<file path="config.mk">
export PLATFORM = sky130hd
export DESIGN_NAME = busmap_wait_ctrl
export DESIGN_NICKNAME = d
export VERILOG_FILES = /design/src/rtl/busmap_pkg.sv /design/src/rtl/busmap_decode.sv /design/src/rtl/busmap_wait.sv /design/src/rtl/busmap_seq.sv /design/src/rtl/busmap_wait_ctrl.sv
export SDC_FILE = /design/constraint.sdc
export NUM_CORES = 1
export LEC_CHECK = 0
export BUFFER_PORTS_ARGS = -buffer_cell sky130_fd_sc_hd__clkbuf_2
export CAP_MARGIN = 20
export CORE_ASPECT_RATIO = 0.6
export CORE_MARGIN = 4
export CORE_UTILIZATION = 49
export CTS_CLUSTER_SIZE = 28
export DETAILED_ROUTE_END_ITERATION = 10
export GPL_TIMING_DRIVEN = 0
export PLACE_DENSITY = 0.86
export SLEW_MARGIN = 25
export SYNTH_ARGS = -nofsm -noshare
export SYNTH_HDL_FRONTEND = slang
export SYNTH_SLANG_ARGS = --single-unit
</file>
<file path="constraint.sdc">
create_clock -name clk -period 2.55 [get_ports clk]
set_clock_uncertainty 0.15 [all_clocks]
set_input_delay 0.255 -clock clk [delete_from_list [all_inputs] [get_ports clk]]
set_output_delay 0.255 -clock clk [all_outputs]
set_load 0.05 [all_outputs]
</file>
<file path="src/rtl/busmap_pkg.sv">
package busmap_pkg;

  typedef enum logic [3:0] {
    RG_BOOT  = 4'd0,
    RG_XRAM  = 4'd1,
    RG_IRAM  = 4'd2,
    RG_IOREG = 4'd3,
    RG_PAL   = 4'd4,
    RG_VID   = 4'd5,
    RG_OBJ   = 4'd6,
    RG_CART  = 4'd7,
    RG_SAVE  = 4'd8,
    RG_NONE  = 4'd9
  } region_e;

  localparam int unsigned N_REGION = 9;
  localparam int unsigned WIN_W    = 2;

  localparam logic [1:0] SZ_BYTE = 2'd0;
  localparam logic [1:0] SZ_HALF = 2'd1;
  localparam logic [1:0] SZ_WORD = 2'd2;

  // data path width code of a region: 0 = 8 bit, 1 = 16 bit, 2 = 32 bit
  function automatic logic [1:0] path_code(region_e r);
    case (r)
      RG_XRAM, RG_PAL, RG_VID, RG_CART: path_code = 2'd1;
      RG_SAVE:                          path_code = 2'd0;
      default:                          path_code = 2'd2;
    endcase
  endfunction

endpackage

</file>
<file path="src/rtl/busmap_decode.sv">
module busmap_decode
  import busmap_pkg::*;
#(
  parameter int unsigned ADDR_W  = 28,
  parameter int unsigned OFF_W   = 25,
  parameter int unsigned BOOT_AW = 14,
  parameter int unsigned XRAM_AW = 18,
  parameter int unsigned IRAM_AW = 15,
  parameter int unsigned IO_AW   = 10,
  parameter int unsigned PAL_AW  = 10,
  parameter int unsigned VID_AW  = 17,
  parameter int unsigned OBJ_AW  = 10,
  parameter int unsigned SAVE_AW = 16
) (
  input  logic [ADDR_W-1:0] addr,
  output region_e           region,
  output logic [WIN_W-1:0]  win,
  output logic [OFF_W-1:0]  offset
);
  localparam int unsigned SLOT_W  = 4;
  localparam int unsigned INNER_W = ADDR_W - SLOT_W;
  localparam logic [VID_AW-1:0] VID_FOLD = VID_AW'(1) << (VID_AW - 2);

  logic [SLOT_W-1:0]  slot;
  logic [INNER_W-1:0] inner;
  logic [VID_AW-1:0]  vid_raw;

  assign slot    = addr[ADDR_W-1 -: SLOT_W];
  assign inner   = addr[INNER_W-1:0];
  assign vid_raw = addr[VID_AW-1:0];

  always_comb begin
    region = RG_NONE;
    win    = '0;
    offset = '0;
    case (slot)
      4'h0: begin region = RG_BOOT; offset = OFF_W'(addr[BOOT_AW-1:0]); end
      4'h2: begin region = RG_XRAM; offset = OFF_W'(addr[XRAM_AW-1:0]); end
      4'h3: begin region = RG_IRAM; offset = OFF_W'(addr[IRAM_AW-1:0]); end
      4'h4: begin
        if ((inner >> IO_AW) == '0) begin
          region = RG_IOREG;
          offset = OFF_W'(addr[IO_AW-1:0]);
        end
      end
      4'h5: begin region = RG_PAL; offset = OFF_W'(addr[PAL_AW-1:0]); end
      4'h6: begin
        region = RG_VID;
        // top quarter of the slot folds back onto the quarter below it
        if (vid_raw[VID_AW-1 -: 2] == 2'b11) offset = OFF_W'(vid_raw - VID_FOLD);
        else                                 offset = OFF_W'(vid_raw);
      end
      4'h7: begin region = RG_OBJ; offset = OFF_W'(addr[OBJ_AW-1:0]); end
      4'h8, 4'h9, 4'hA, 4'hB, 4'hC, 4'hD: begin
        region = RG_CART;
        win    = slot[2:1];
        offset = OFF_W'(addr[OFF_W-1:0]);
      end
      4'hE: begin region = RG_SAVE; offset = OFF_W'(addr[SAVE_AW-1:0]); end
      default: region = RG_NONE;
    endcase
  end

endmodule

</file>
<file path="src/rtl/busmap_wait.sv">
module busmap_wait
  import busmap_pkg::*;
#(
  parameter int unsigned WAIT_W = 2,
  parameter int unsigned N_WIN  = 3,
  localparam int unsigned CFG_W = (2 * N_WIN + 1) * WAIT_W
) (
  input  region_e            region,
  input  logic [WIN_W-1:0]   win,
  input  logic               seq,
  input  logic               disp_busy,
  input  logic               xram_fast,
  input  logic [CFG_W-1:0]   wait_cfg,
  output logic [WAIT_W-1:0]  waits
);
  logic [WAIT_W-1:0] rand_cnt [N_WIN];
  logic [WAIT_W-1:0] next_cnt [N_WIN];
  logic [WAIT_W-1:0] save_cnt;
  logic [WAIT_W-1:0] cart_cnt;

  for (genvar m = 0; m < N_WIN; m++) begin : g_win
    assign rand_cnt[m] = wait_cfg[(2*m)*WAIT_W +: WAIT_W];
    assign next_cnt[m] = wait_cfg[(2*m+1)*WAIT_W +: WAIT_W];
  end

  assign save_cnt = wait_cfg[2*N_WIN*WAIT_W +: WAIT_W];

  always_comb begin
    cart_cnt = '0;
    for (int m = 0; m < N_WIN; m++) begin
      if (win == WIN_W'(m)) cart_cnt = seq ? next_cnt[m] : rand_cnt[m];
    end
  end

  always_comb begin
    case (region)
      RG_XRAM:               waits = xram_fast ? WAIT_W'(1) : WAIT_W'(2);
      RG_PAL, RG_VID, RG_OBJ: waits = disp_busy ? WAIT_W'(1) : WAIT_W'(0);
      RG_CART:               waits = cart_cnt;
      RG_SAVE:               waits = save_cnt;
      default:               waits = '0;
    endcase
  end

endmodule

</file>
<file path="src/rtl/busmap_seq.sv">
module busmap_seq
  import busmap_pkg::*;
#(
  parameter int unsigned OFF_W      = 25,
  parameter int unsigned WAIT_W     = 2,
  parameter logic [31:0] BOOT_SUBST = 32'h0BAD_B105
) (
  input  logic                clk,
  input  logic                rst,
  input  logic                req_valid,
  input  logic                req_write,
  input  logic                req_seq,
  input  logic [1:0]          req_size,
  input  logic [31:0]         req_wdata,
  input  logic                fetch_boot,
  input  region_e             dec_region,
  input  logic [WIN_W-1:0]    dec_win,
  input  logic [OFF_W-1:0]    dec_off,
  input  logic [WAIT_W-1:0]   wait_in,
  input  logic [31:0]         mem_rdata,
  output region_e             wc_region,
  output logic [WIN_W-1:0]    wc_win,
  output logic                wc_seq,
  output logic [N_REGION-1:0] mem_sel,
  output logic [OFF_W-1:0]    mem_addr,
  output logic [1:0]          mem_size,
  output logic                mem_we,
  output logic [31:0]         mem_wdata,
  output logic                resp_ready,
  output logic                resp_err,
  output logic [31:0]         resp_rdata
);
  typedef enum logic [1:0] {S_IDLE, S_XFER, S_RESP} state_e;

  state_e            state_q;
  region_e           rg_q;
  logic [WIN_W-1:0]  win_q;
  logic [OFF_W-1:0]  off_q;
  logic [1:0]        size_q;
  logic              we_q, split_q, part_q, guard_q, err_q;
  logic [WAIT_W-1:0] cnt_q;
  logic [31:0]       wdata_q, rdata_q;
  logic [15:0]       lo_q;

  logic              accept;
  logic [1:0]        pc, eff_size, req_sz;
  logic              eff_split;
  logic [OFF_W-1:0]  eff_off;
  logic [31:0]       rd_final;

  assign accept = (state_q == S_IDLE) && req_valid;
  assign req_sz = (req_size == 2'd3) ? SZ_WORD : req_size;
  assign pc     = path_code(dec_region);

  always_comb begin
    eff_split = 1'b0;
    if (pc == 2'd0) begin
      eff_size = SZ_BYTE;
    end else if (pc == 2'd1 && req_sz == SZ_WORD) begin
      eff_size  = SZ_HALF;
      eff_split = 1'b1;
    end else begin
      eff_size = req_sz;
    end
    eff_off = dec_off;
    if (eff_split || eff_size == SZ_WORD) eff_off[1:0] = 2'b00;
    else if (eff_size == SZ_HALF)         eff_off[0]   = 1'b0;
  end

  // wait lookup: decoded request when idle, held region for the second half
  assign wc_region = (state_q == S_IDLE) ? dec_region : rg_q;
  assign wc_win    = (state_q == S_IDLE) ? dec_win    : win_q;
  assign wc_seq    = (state_q == S_IDLE) ? req_seq    : 1'b1;

  always_comb begin
    if (we_q)                         rd_final = '0;
    else if (guard_q)                 rd_final = BOOT_SUBST;
    else if (split_q)                 rd_final = {mem_rdata[15:0], lo_q};
    else if (size_q == SZ_BYTE)       rd_final = {24'h0, mem_rdata[7:0]};
    else if (size_q == SZ_HALF)       rd_final = {16'h0, mem_rdata[15:0]};
    else                              rd_final = mem_rdata;
  end

  always_ff @(posedge clk) begin
    if (rst) begin
      state_q <= S_IDLE;
      rg_q    <= RG_NONE;
      win_q   <= '0;
      off_q   <= '0;
      size_q  <= SZ_BYTE;
      we_q    <= 1'b0;
      split_q <= 1'b0;
      part_q  <= 1'b0;
      guard_q <= 1'b0;
      err_q   <= 1'b0;
      cnt_q   <= '0;
      wdata_q <= '0;
      rdata_q <= '0;
      lo_q    <= '0;
    end else begin
      case (state_q)
        S_IDLE: begin
          if (accept) begin
            rg_q    <= dec_region;
            win_q   <= dec_win;
            off_q   <= eff_off;
            size_q  <= eff_size;
            we_q    <= req_write;
            split_q <= eff_split;
            part_q  <= 1'b0;
            wdata_q <= req_wdata;
            cnt_q   <= wait_in;
            guard_q <= (dec_region == RG_BOOT) && !req_write && !fetch_boot;
            rdata_q <= '0;
            if (dec_region == RG_NONE) begin
              err_q   <= 1'b1;
              state_q <= S_RESP;
            end else begin
              err_q   <= 1'b0;
              state_q <= S_XFER;
            end
          end
        end
        S_XFER: begin
          if (cnt_q != '0) begin
            cnt_q <= cnt_q - 1'b1;
          end else if (split_q && !part_q) begin
            lo_q   <= mem_rdata[15:0];
            part_q <= 1'b1;
            cnt_q  <= wait_in;
          end else begin
            rdata_q <= rd_final;
            state_q <= S_RESP;
          end
        end
        default: begin
          state_q <= S_IDLE;
          err_q   <= 1'b0;
        end
      endcase
    end
  end

  for (genvar i = 0; i < N_REGION; i++) begin : g_sel
    assign mem_sel[i] = (state_q == S_XFER) && (rg_q == region_e'(i));
  end

  assign mem_addr   = off_q + {{(OFF_W-2){1'b0}}, part_q, 1'b0};
  assign mem_size   = size_q;
  assign mem_we     = we_q && (state_q == S_XFER);
  assign mem_wdata  = part_q ? {16'h0, wdata_q[31:16]} : wdata_q;
  assign resp_ready = (state_q == S_RESP);
  assign resp_err   = err_q && (state_q == S_RESP);
  assign resp_rdata = (state_q == S_RESP) ? rdata_q : '0;

  p_sel_onehot_r2: assert property (@(posedge clk) disable iff (rst)
    $onehot0(mem_sel));

  p_fast_single_r3: assert property (@(posedge clk) disable iff (rst)
    (mem_sel[RG_BOOT] || mem_sel[RG_IRAM] || mem_sel[RG_IOREG]) |=> (mem_sel == '0));

  p_hold_addr_r7: assert property (@(posedge clk) disable iff (rst)
    ((mem_sel != '0) && cnt_q != '0) |=> $stable(mem_addr));

  p_save_byte_r8: assert property (@(posedge clk) disable iff (rst)
    mem_sel[RG_SAVE] |-> (mem_size == SZ_BYTE));

  p_err_quiet_r10: assert property (@(posedge clk) disable iff (rst)
    resp_err |-> (resp_rdata == '0 && mem_sel == '0 && resp_ready));

  p_ready_pulse_r11: assert property (@(posedge clk) disable iff (rst)
    resp_ready |=> !resp_ready);

endmodule

</file>
<file path="src/rtl/busmap_wait_ctrl.sv">
module busmap_wait_ctrl
  import busmap_pkg::*;
#(
  parameter int unsigned ADDR_W     = 28,
  parameter int unsigned OFF_W      = 25,
  parameter int unsigned WAIT_W     = 2,
  parameter int unsigned N_WIN      = 3,
  parameter int unsigned BOOT_AW    = 14,
  parameter logic [31:0] BOOT_SUBST = 32'h0BAD_B105,
  localparam int unsigned CFG_W     = (2 * N_WIN + 1) * WAIT_W
) (
  input  logic                clk,
  input  logic                rst,
  input  logic                req_valid,
  input  logic [ADDR_W-1:0]   req_addr,
  input  logic [1:0]          req_size,
  input  logic                req_write,
  input  logic                req_seq,
  input  logic [31:0]         req_wdata,
  input  logic [ADDR_W-1:0]   fetch_addr,
  input  logic                disp_busy,
  input  logic                xram_fast,
  input  logic [CFG_W-1:0]    wait_cfg,
  input  logic [31:0]         mem_rdata,
  output logic [N_REGION-1:0] mem_sel,
  output logic [OFF_W-1:0]    mem_addr,
  output logic [1:0]          mem_size,
  output logic                mem_we,
  output logic [31:0]         mem_wdata,
  output logic                resp_ready,
  output logic                resp_err,
  output logic [31:0]         resp_rdata
);
  localparam logic [ADDR_W-1:0] BOOT_END = ADDR_W'(1) << BOOT_AW;

  region_e           dec_region, wc_region;
  logic [WIN_W-1:0]  dec_win, wc_win;
  logic [OFF_W-1:0]  dec_off;
  logic              wc_seq, fetch_boot;
  logic [WAIT_W-1:0] waits;

  assign fetch_boot = (fetch_addr < BOOT_END);

  busmap_decode #(.ADDR_W(ADDR_W), .OFF_W(OFF_W), .BOOT_AW(BOOT_AW)) u_decode (
    .addr   (req_addr),
    .region (dec_region),
    .win    (dec_win),
    .offset (dec_off)
  );

  busmap_wait #(.WAIT_W(WAIT_W), .N_WIN(N_WIN)) u_wait (
    .region    (wc_region),
    .win       (wc_win),
    .seq       (wc_seq),
    .disp_busy (disp_busy),
    .xram_fast (xram_fast),
    .wait_cfg  (wait_cfg),
    .waits     (waits)
  );

  busmap_seq #(.OFF_W(OFF_W), .WAIT_W(WAIT_W), .BOOT_SUBST(BOOT_SUBST)) u_seq (
    .clk        (clk),
    .rst        (rst),
    .req_valid  (req_valid),
    .req_write  (req_write),
    .req_seq    (req_seq),
    .req_size   (req_size),
    .req_wdata  (req_wdata),
    .fetch_boot (fetch_boot),
    .dec_region (dec_region),
    .dec_win    (dec_win),
    .dec_off    (dec_off),
    .wait_in    (waits),
    .mem_rdata  (mem_rdata),
    .wc_region  (wc_region),
    .wc_win     (wc_win),
    .wc_seq     (wc_seq),
    .mem_sel    (mem_sel),
    .mem_addr   (mem_addr),
    .mem_size   (mem_size),
    .mem_we     (mem_we),
    .mem_wdata  (mem_wdata),
    .resp_ready (resp_ready),
    .resp_err   (resp_err),
    .resp_rdata (resp_rdata)
  );

  p_reset_quiet_r12: assert property (@(posedge clk)
    $past(rst) |-> (!resp_ready && mem_sel == '0));

endmodule

</file>
==> metrics.md, run 1 <==
| Metric | Value |
|---|---|
| Synthesized Nets | 949 |
| CP max stage delay | 0.35 ns |
| Final Hold Vio Count | 0 |
| Worst min path class | in -> reg |
| Largest net degree at the start of global routing | 17 |
| Synthesized instance count | 804 |
| Post-route ant nets | 0 |
| Max Fanout on Critical Path | 4 |
| Most used DFF post-synth | dfxtp_1 |
| CTS Root Cell | clkbuf_16 |
| Number of I/O pins | 246 |
| Power Density | 620 nW/µm² |
| Proportion of synthesized area in mux cells | 5.04% |
| Post-DR wirelength/cell | 18.4 µm |
| RSZ-0062 raised after global routing | yes |
| Tot GR Track Use | 31.6% |
| Final GP Congestion | 0.935 |
| Layout cells sized above 1 | 29.7% |
| Vias post-DR | 7,454 |
| Post-Layout Cell Count | 1,321 |
| Clk_lat worst skew | 0.41 ns |
| Worst path slowest cell | dfxtp_2 |
| Fmax | 394 MHz |
| Crit path capture type | output port |
| Met2 routed WL | 10,800 µm |
| Synthesized area per cell | 7.75 µm² |
| Leading area contributor after synthesis | dfxtp_1 |
| Peak supply drop | 0.496 mV |
| Inst Count DP | 1,198 |
| Finished Cell Area | 9310 µm² |
| H-tree levels | 4 |
| Worst path required time | 2.14 ns |
| TritonCTS Buffers | 17 |
| Final worst slack | 0.0125 ns |
| P_leak | 0.00399 µW |
| Worst EP arrival | 2.13 ns |
| Synth-to-Final Area Change | 49.5% |
| Post-Route WL | 24,300 µm |
| Kind of critical path | reg -> out |
| Initial antenna violation count | 0 |
| Worst slew margin | 51.1% |
| Yosys cell types | 58 |
| Vias/cell | 5.64 |
| TritonCTS clock tree | done |
| Post-synthesis simple-gate area fraction | 29.8% |
| Count leader, synth | nand2_1 |
| CTS clk-pin slew, worst paths | 0.06 ns |
| Max-cap violations | 0 |
| Met3 Routed Length | 2660 µm |
| Die area | 14,600 µm² |
| Setup TNS | 0 ns |
| WHS | 0.0144 ns |
| Sink Count | 122 |
| # port buffers | 229 |
| Flops & latches, synth | 122 |
| Placed Area | 7610 µm² |
| Worst-Margin Slew | 0.733 ns |
| Pre-Repair DR Iteration Count | 6 |
| Area of the mapped netlist | 6230 µm² |
| DRC | 0 |
| Starting Density | 50.8% |
| DR top layer | met4 |
| Core Area | 12,300 µm² |
| Die width | 154 µm |
| Final setup fails | 0 |
| WL met1 | 10,100 µm |
| Number of global-route vias before repair | 7,123 |
| First-pass GRT wire length | 36,800 µm |
| Die Y | 95.3 µm |
| Largest cells by area after synthesis | dfxtp_1 39%, nand2_1 10%, a21oi_1 6.9% |
| Synth Area in Adders | 0.402% |
| FFs w/ async S/R, synth | 0% |
| Placement Setup Slack | -0.0393 ns |
| CTS max path bufs | 2 |
| Status | finished clean |
| Synth warn | 0 |
| Placed wire-length estimate | 16,100 µm |
| Crit path launch type | flop |
| Post-Synth XOR/XNOR Area | 3.09% |
| GR Overflow Total | 0 |
| Initial DRC count | 835 |
| Compound-Gate Fraction of Synth Area | 18.0% |
| Synth top cells by count | 173 x nand2_1, 122 x dfxtp_1, 86 x a21oi_1 |
| Minimum clock period | 2.54 ns |
| Crit share post-route | 99.5% |
| Critical Path, Cell by Cell | ha_4 -> ha_4 -> nand2_1 -> nor2_4 -> nand2_2 -> nor2_4 -> nand2_2 -> xnor2_2 -> buf_8 |
| Post-synth EDFFs | 0 |
| Synth top area share | 39.2% |
| NumNets Final | 1,287 |
| Pins Over Slew Limit | 0 |
| Seq/Total Area, Yosys | 39.2% |
| Largest family of logic cells by synthesized area | simple AND/OR/NAND/NOR gates |
| Row count | 31 |
-- repair_timing --
action,CTS,global route
buffers inserted,3,3
pin swaps,3,6
endpoints found under the hold margin,86,0
setup endpoints to repair,56,45
resized for setup,34,26
hold buffers,84,0
-- where the power goes --
part	switching (µW)	total [µW]	internal (µW)
clock	940	2440	1500
combinational	795	1240	446
sequential	88.2	2090	2000
total	1820	5770	3950
-- critical path, delay by kind of cell, from the launching register on --
kind          cells  cell delay, ns
buf+inv           1            0.18
simple gates      5            0.61
fa+ha+maj         2            0.33
xor+xnor          1            0.24
flops             1            0.35
-- cell families (layout without fill, tap and decap cells) --
logic type | Yosys count | in the layout
compound gates | 186 | 186
xor+xnor | 22 | 22
fa+ha+maj | 2 | 2
buf+inv | 61 | 412
flops | 122 | 122
mux | 28 | 28
other cells | 0 | 1
simple gates | 383 | 383
-- sequential cells by signal, summed over array words and instances, names as in the netlist --
signal          count
u_seq.cnt_q         2
u_seq.err_q         1
u_seq.guard_q       1
u_seq.lo_q         16
u_seq.mem_size      2
u_seq.off_q        25
u_seq.part_q        1
u_seq.rdata_q      32
u_seq.rg_q          4
u_seq.split_q       1
u_seq.state_q       2
u_seq.wdata_q      32
u_seq.we_q          1
u_seq.win_q         2
-- worst paths after layout --
check             cells after the start  slack, ns        startpoint                end
hold reg to reg                       2       0.29  u_seq.rdata_q[5]   u_seq.rdata_q[5]
hold / removal                        3       0.01     mem_rdata[19]  u_seq.rdata_q[19]
setup reg to reg                      7       0.17  u_seq.state_q[1]    u_seq.off_q[14]
setup / recovery                      9       0.01    u_seq.off_q[1]       mem_addr[23]
-- metrics by stage --
| stage | utilization, % | power, µW |
|---|---|---|
| 2_1_floorplan | - | 2840 |
| 3_3_place_gp | 62.1 | 3180 |
| 3_5_place_dp | 62.1 | 3200 |
| 4_1_cts | 75.0 | 5720 |
| 5_1_grt | 75.9 | 5950 |
| 6_report | 76.0 | 5770 |
-- layer usage --
metal,vias to the layer above,global-route usage (%)
met5,-,0
li1,3464,-
met1,3430,42.1
met4,0,11.8
met2,492,49.7
met3,68,8.25
-- final cells by class --
cell class	count	area, µm²
repair buffers	319	2090
clock buffers	19	453
inverters	2	7.51
well taps	165	206
flip-flops and latches	122	2450
fillers	858	2950
diodes	1	2.50
clock inverters	13	144
multi-input cells	621	3680
plain buffers	59	280
-- cells in the final DEF (no fill, tap or decap), types with 10 or more instances in the layout --
| master | netlist | routed |
|---|---|---|
| a21oi_1 | 86 | 86 |
| a221oi_1 | 10 | 10 |
| a22oi_1 | 20 | 20 |
| and2_1 | 37 | 36 |
| buf_2 | 9 | 11 |
| clkbuf_1 | 35 | 32 |
| clkbuf_16 | 0 | 17 |
| clkbuf_2 | 0 | 223 |
| dfxtp_1 | 122 | 117 |
| dlygate4sd3_1 | 0 | 84 |
| mux2_2 | 16 | 16 |
| mux2i_1 | 10 | 10 |
| nand2_1 | 173 | 169 |
| nand3_1 | 25 | 23 |
| nor2_1 | 53 | 48 |
| nor2b_1 | 26 | 25 |
| nor3_1 | 14 | 14 |
| o21ai_0 | 28 | 28 |
| o21ai_1 | 10 | 10 |
| xnor2_1 | 15 | 11 |
(Power assumes the default switching activity.)
==> run 2, diff against run 1 <==
--- a/config.mk
+++ b/config.mk
@@ -9,11 +9,12 @@
 export CAP_MARGIN = 20
 export CORE_ASPECT_RATIO = 0.6
 export CORE_MARGIN = 4
-export CORE_UTILIZATION = 49
+export CORE_UTILIZATION = 51
+export CTS_BUF_LIST = sky130_fd_sc_hd__clkbuf_8
 export CTS_CLUSTER_SIZE = 28
 export DETAILED_ROUTE_END_ITERATION = 10
 export GPL_TIMING_DRIVEN = 0
-export PLACE_DENSITY = 0.86
+export PLACE_DENSITY = 0.89
 export SLEW_MARGIN = 25
 export SYNTH_ARGS = -nofsm -noshare
 export SYNTH_HDL_FRONTEND = slang
==> metrics.md, run 2 (synthesis results as in run 1) <==
| Metric | Value |
|---|---|
| Critical Path, Cell by Cell | ha_4 -> ha_4 -> nand2_1 -> nor2_4 -> nand2_2 -> nor2_4 -> nand2_2 -> xnor2_2 -> buf_8 |
| Fmax | 388 MHz (-1.5%) |
| Fill cells | 754 (-12%) |
| CP top delay family | simple AND/OR/NAND/NOR gates |
| Minimum clock period | 2.58 ns (+0.0388 ns) |
| CP Depth | 9 (unchanged) |
| Buf/Inv on CP | 1 (unchanged) |
| Post-Route WL | 23,800 µm (-1.9%) |
| Final setup fails | 3 (+3) |
| Final worst slack | -0.0263 ns (-0.0388 ns) |
| Final Hold Vio Count | 0 (unchanged) |
| Status | finished with violations |
| Worst EP arrival | 2.17 ns (+0.04 ns) |
| Die area | 14,100 µm² (-3.7%) |
| Vias post-DR | 7,555 (+1.4%) |
| H-tree levels | 4 (unchanged) |
| Layout cells sized above 1 | 28.9% (-0.78 points) |
| Largest registers | u_seq.rdata_q x32, u_seq.wdata_q x32, u_seq.off_q x25 |
| Placement Setup Slack | -0.102 ns (-0.0628 ns) |
| Sink Count | 122 (unchanged) |
| Placed wire-length estimate | 16,200 µm (+1.1%) |
| DRC | 0 (unchanged) |
| Hold Path End | u_seq.rdata_q[27] |
| P_leak | 0.00391 µW (-2.0%) |
| Peak supply drop | 0.388 mV (-22%) |
| Die width | 151 µm (-1.9%) |
| Worst path required time | 2.14 ns (about the same) |
| Pins Over Slew Limit | 0 (unchanged) |
| Reg2reg setup slack | 0.15 ns (-0.02 ns) |
| Tot GR Track Use | 32.6% (+1.1 points) |
| First-pass GRT wire length | 36,500 µm (-0.94%) |
| Largest net degree at the start of global routing | 17 (unchanged) |
| Inst Count DP | 1,193 (-0.42%) |
| NumNets Final | 1,287 (unchanged) |
| Die Y | 93.6 µm (-1.8%) |
| Worst path slowest cell | dfxtp_2 |
| Placed Area | 7600 µm² (about the same) |
| Most frequent cells in the layout | 224 x clkbuf_2, 168 x nand2_1, 118 x dfxtp_1 |
| CP max stage delay | 0.36 ns (about the same) |
| RSZ-0062 raised after global routing | yes |
| CTS Root Cell | clkbuf_8 |
| TritonCTS Buffers | 17 (unchanged) |
| Post-DR wirelength/cell | 18.1 µm (-1.6%) |
| Reg2reg path depth | 7 (unchanged) |
| Pre-Repair DR Iteration Count | 7 (+1) |
| Initial DRC count | 756 (-9.5%) |
| Initial antenna violation count | 1 (+1) |
| Worst Min Path Start | mem_rdata[27] |
| Setup TNS | -0.0447 ns (-0.0447 ns) |
| Max-cap violations | 0 (unchanged) |
| Kind of critical path | reg -> out |
| Post-Layout Cell Count | 1,316 (-0.38%) |
| Finished Cell Area | 9090 µm² (-2.4%) |
| Crit Reg-Reg Endpoint | u_seq.rdata_q[26] |
| GR Overflow Total | 0 (unchanged) |
| Worst min path class | in -> reg |
| Number of global-route vias before repair | 7,222 (+1.4%) |
| TritonCTS clock tree | done |
| Starting Density | 53.7% (+2.9 points) |
| Worst-Margin Slew | 0.696 ns (-0.0373 ns) |
| FF-to-FF Start | u_seq.split_q |
| Row count | 30 (-3.2%) |
| CTS clk-pin slew, worst paths | 0.07 ns (about the same) |
| Commonest non-fill, non-tap cell in the layout | clkbuf_2 |
| Crit path launch type | flop |
| Hold Path Cell Cnt | 3 (unchanged) |
| Max Fanout on Critical Path | 4 (unchanged) |
| Worst slew margin | 53.6% (+2.5 points) |
| Final GP Congestion | 0.902 (-3.5%) |
| Failing checks | setup timing |
| Post-route ant nets | 0 (unchanged) |
| Vias/cell | 5.74 (+1.7%) |
| Power Density | 563 nW/µm² (-9.1%) |
| Crit share post-route | 101% (+1.5 points) |
| Number of I/O pins | 246 (unchanged) |
| Clk_lat worst skew | 0.44 ns (+0.03 ns) |
| Crit path capture type | output port |
| Synth-to-Final Area Change | 45.9% |
| CTS max path bufs | 2 (unchanged) |
| Core Area | 11,600 µm² (-5.4%) |
| # port buffers | 229 (unchanged) |
[run 2: how the worst max path moves through the flow]
stage / startpoint / slack (ns) / to
3_3_place_gp: u_seq.part_q / -0.03 / mem_addr[23]
6_report: u_seq.part_q / -0.03 / mem_addr[21]
4_1_cts: u_seq.part_q / 0.002 / mem_addr[21]
3_5_place_dp: u_seq.part_q / -0.10 / mem_addr[21]
5_1_grt: u_seq.part_q / -0.08 / mem_addr[20]
2_1_floorplan: u_seq.part_q / 0.09 / mem_addr[20]
[run 2: cell type report]
type / count / area [µm²] / area share (%)
well taps: 160 / 200 / 2.20
inverters: 2 / 7.51 / 0.0826
repair buffers: 319 / 2090 / 23.0
multi-input cells: 621 / 3640 / 40.1
diodes: 1 / 2.50 / 0.0275
flip-flops and latches: 122 / 2450 / 26.9
clock inverters: 15 / 175 / 1.93
clock buffers: 17 / 234 / 2.58
plain buffers: 59 / 282 / 3.10
[run 2: report_power, final]
group | switching [µW] | leakage (µW) | internal, µW
Combinational | 794 | 0.00271 | 450
Sequential | 87.6 | 0.000995 | 2000
Clock | 820 | 0.000204 | 965
[run 2: timing repair]
item | in CTS | in global routing
hold buffers | 88 | 0
endpoints found under the setup margin | 54 | 50
setup buffers | 1 | 1
pin swaps | 3 | 9
cloned | 0 | 0
hold endpoints to repair | 92 | 0
resized for setup | 30 | 31
[run 2: per-layer routing]
layer / wire length (µm) / share of wire (%) / GRT usage, %
met1: 9700 / 41 / 42.3
met2: 10700 / 45 / 52.5
met3: 2670 / 11 / 8.33
met4: 741 / 3.1 / 12.4
met5: 0 / 0 / 0
[run 2: worst min-delay path: cells and delay by family]
family,cells,cell delay (ns)
buf+inv,1,0.08
compound gates,2,0.23
[run 2: stage by stage]
step	total power (µW)	utilization, %	hold WS, ns
floorplan	2840	-	0.241
global placement	3180	65.6	0.275
detailed placement	3200	65.6	0.284
CTS	5070	77.6	0.000246
global route	5300	78.3	0.00557
finish	5120	78.3	0.0117
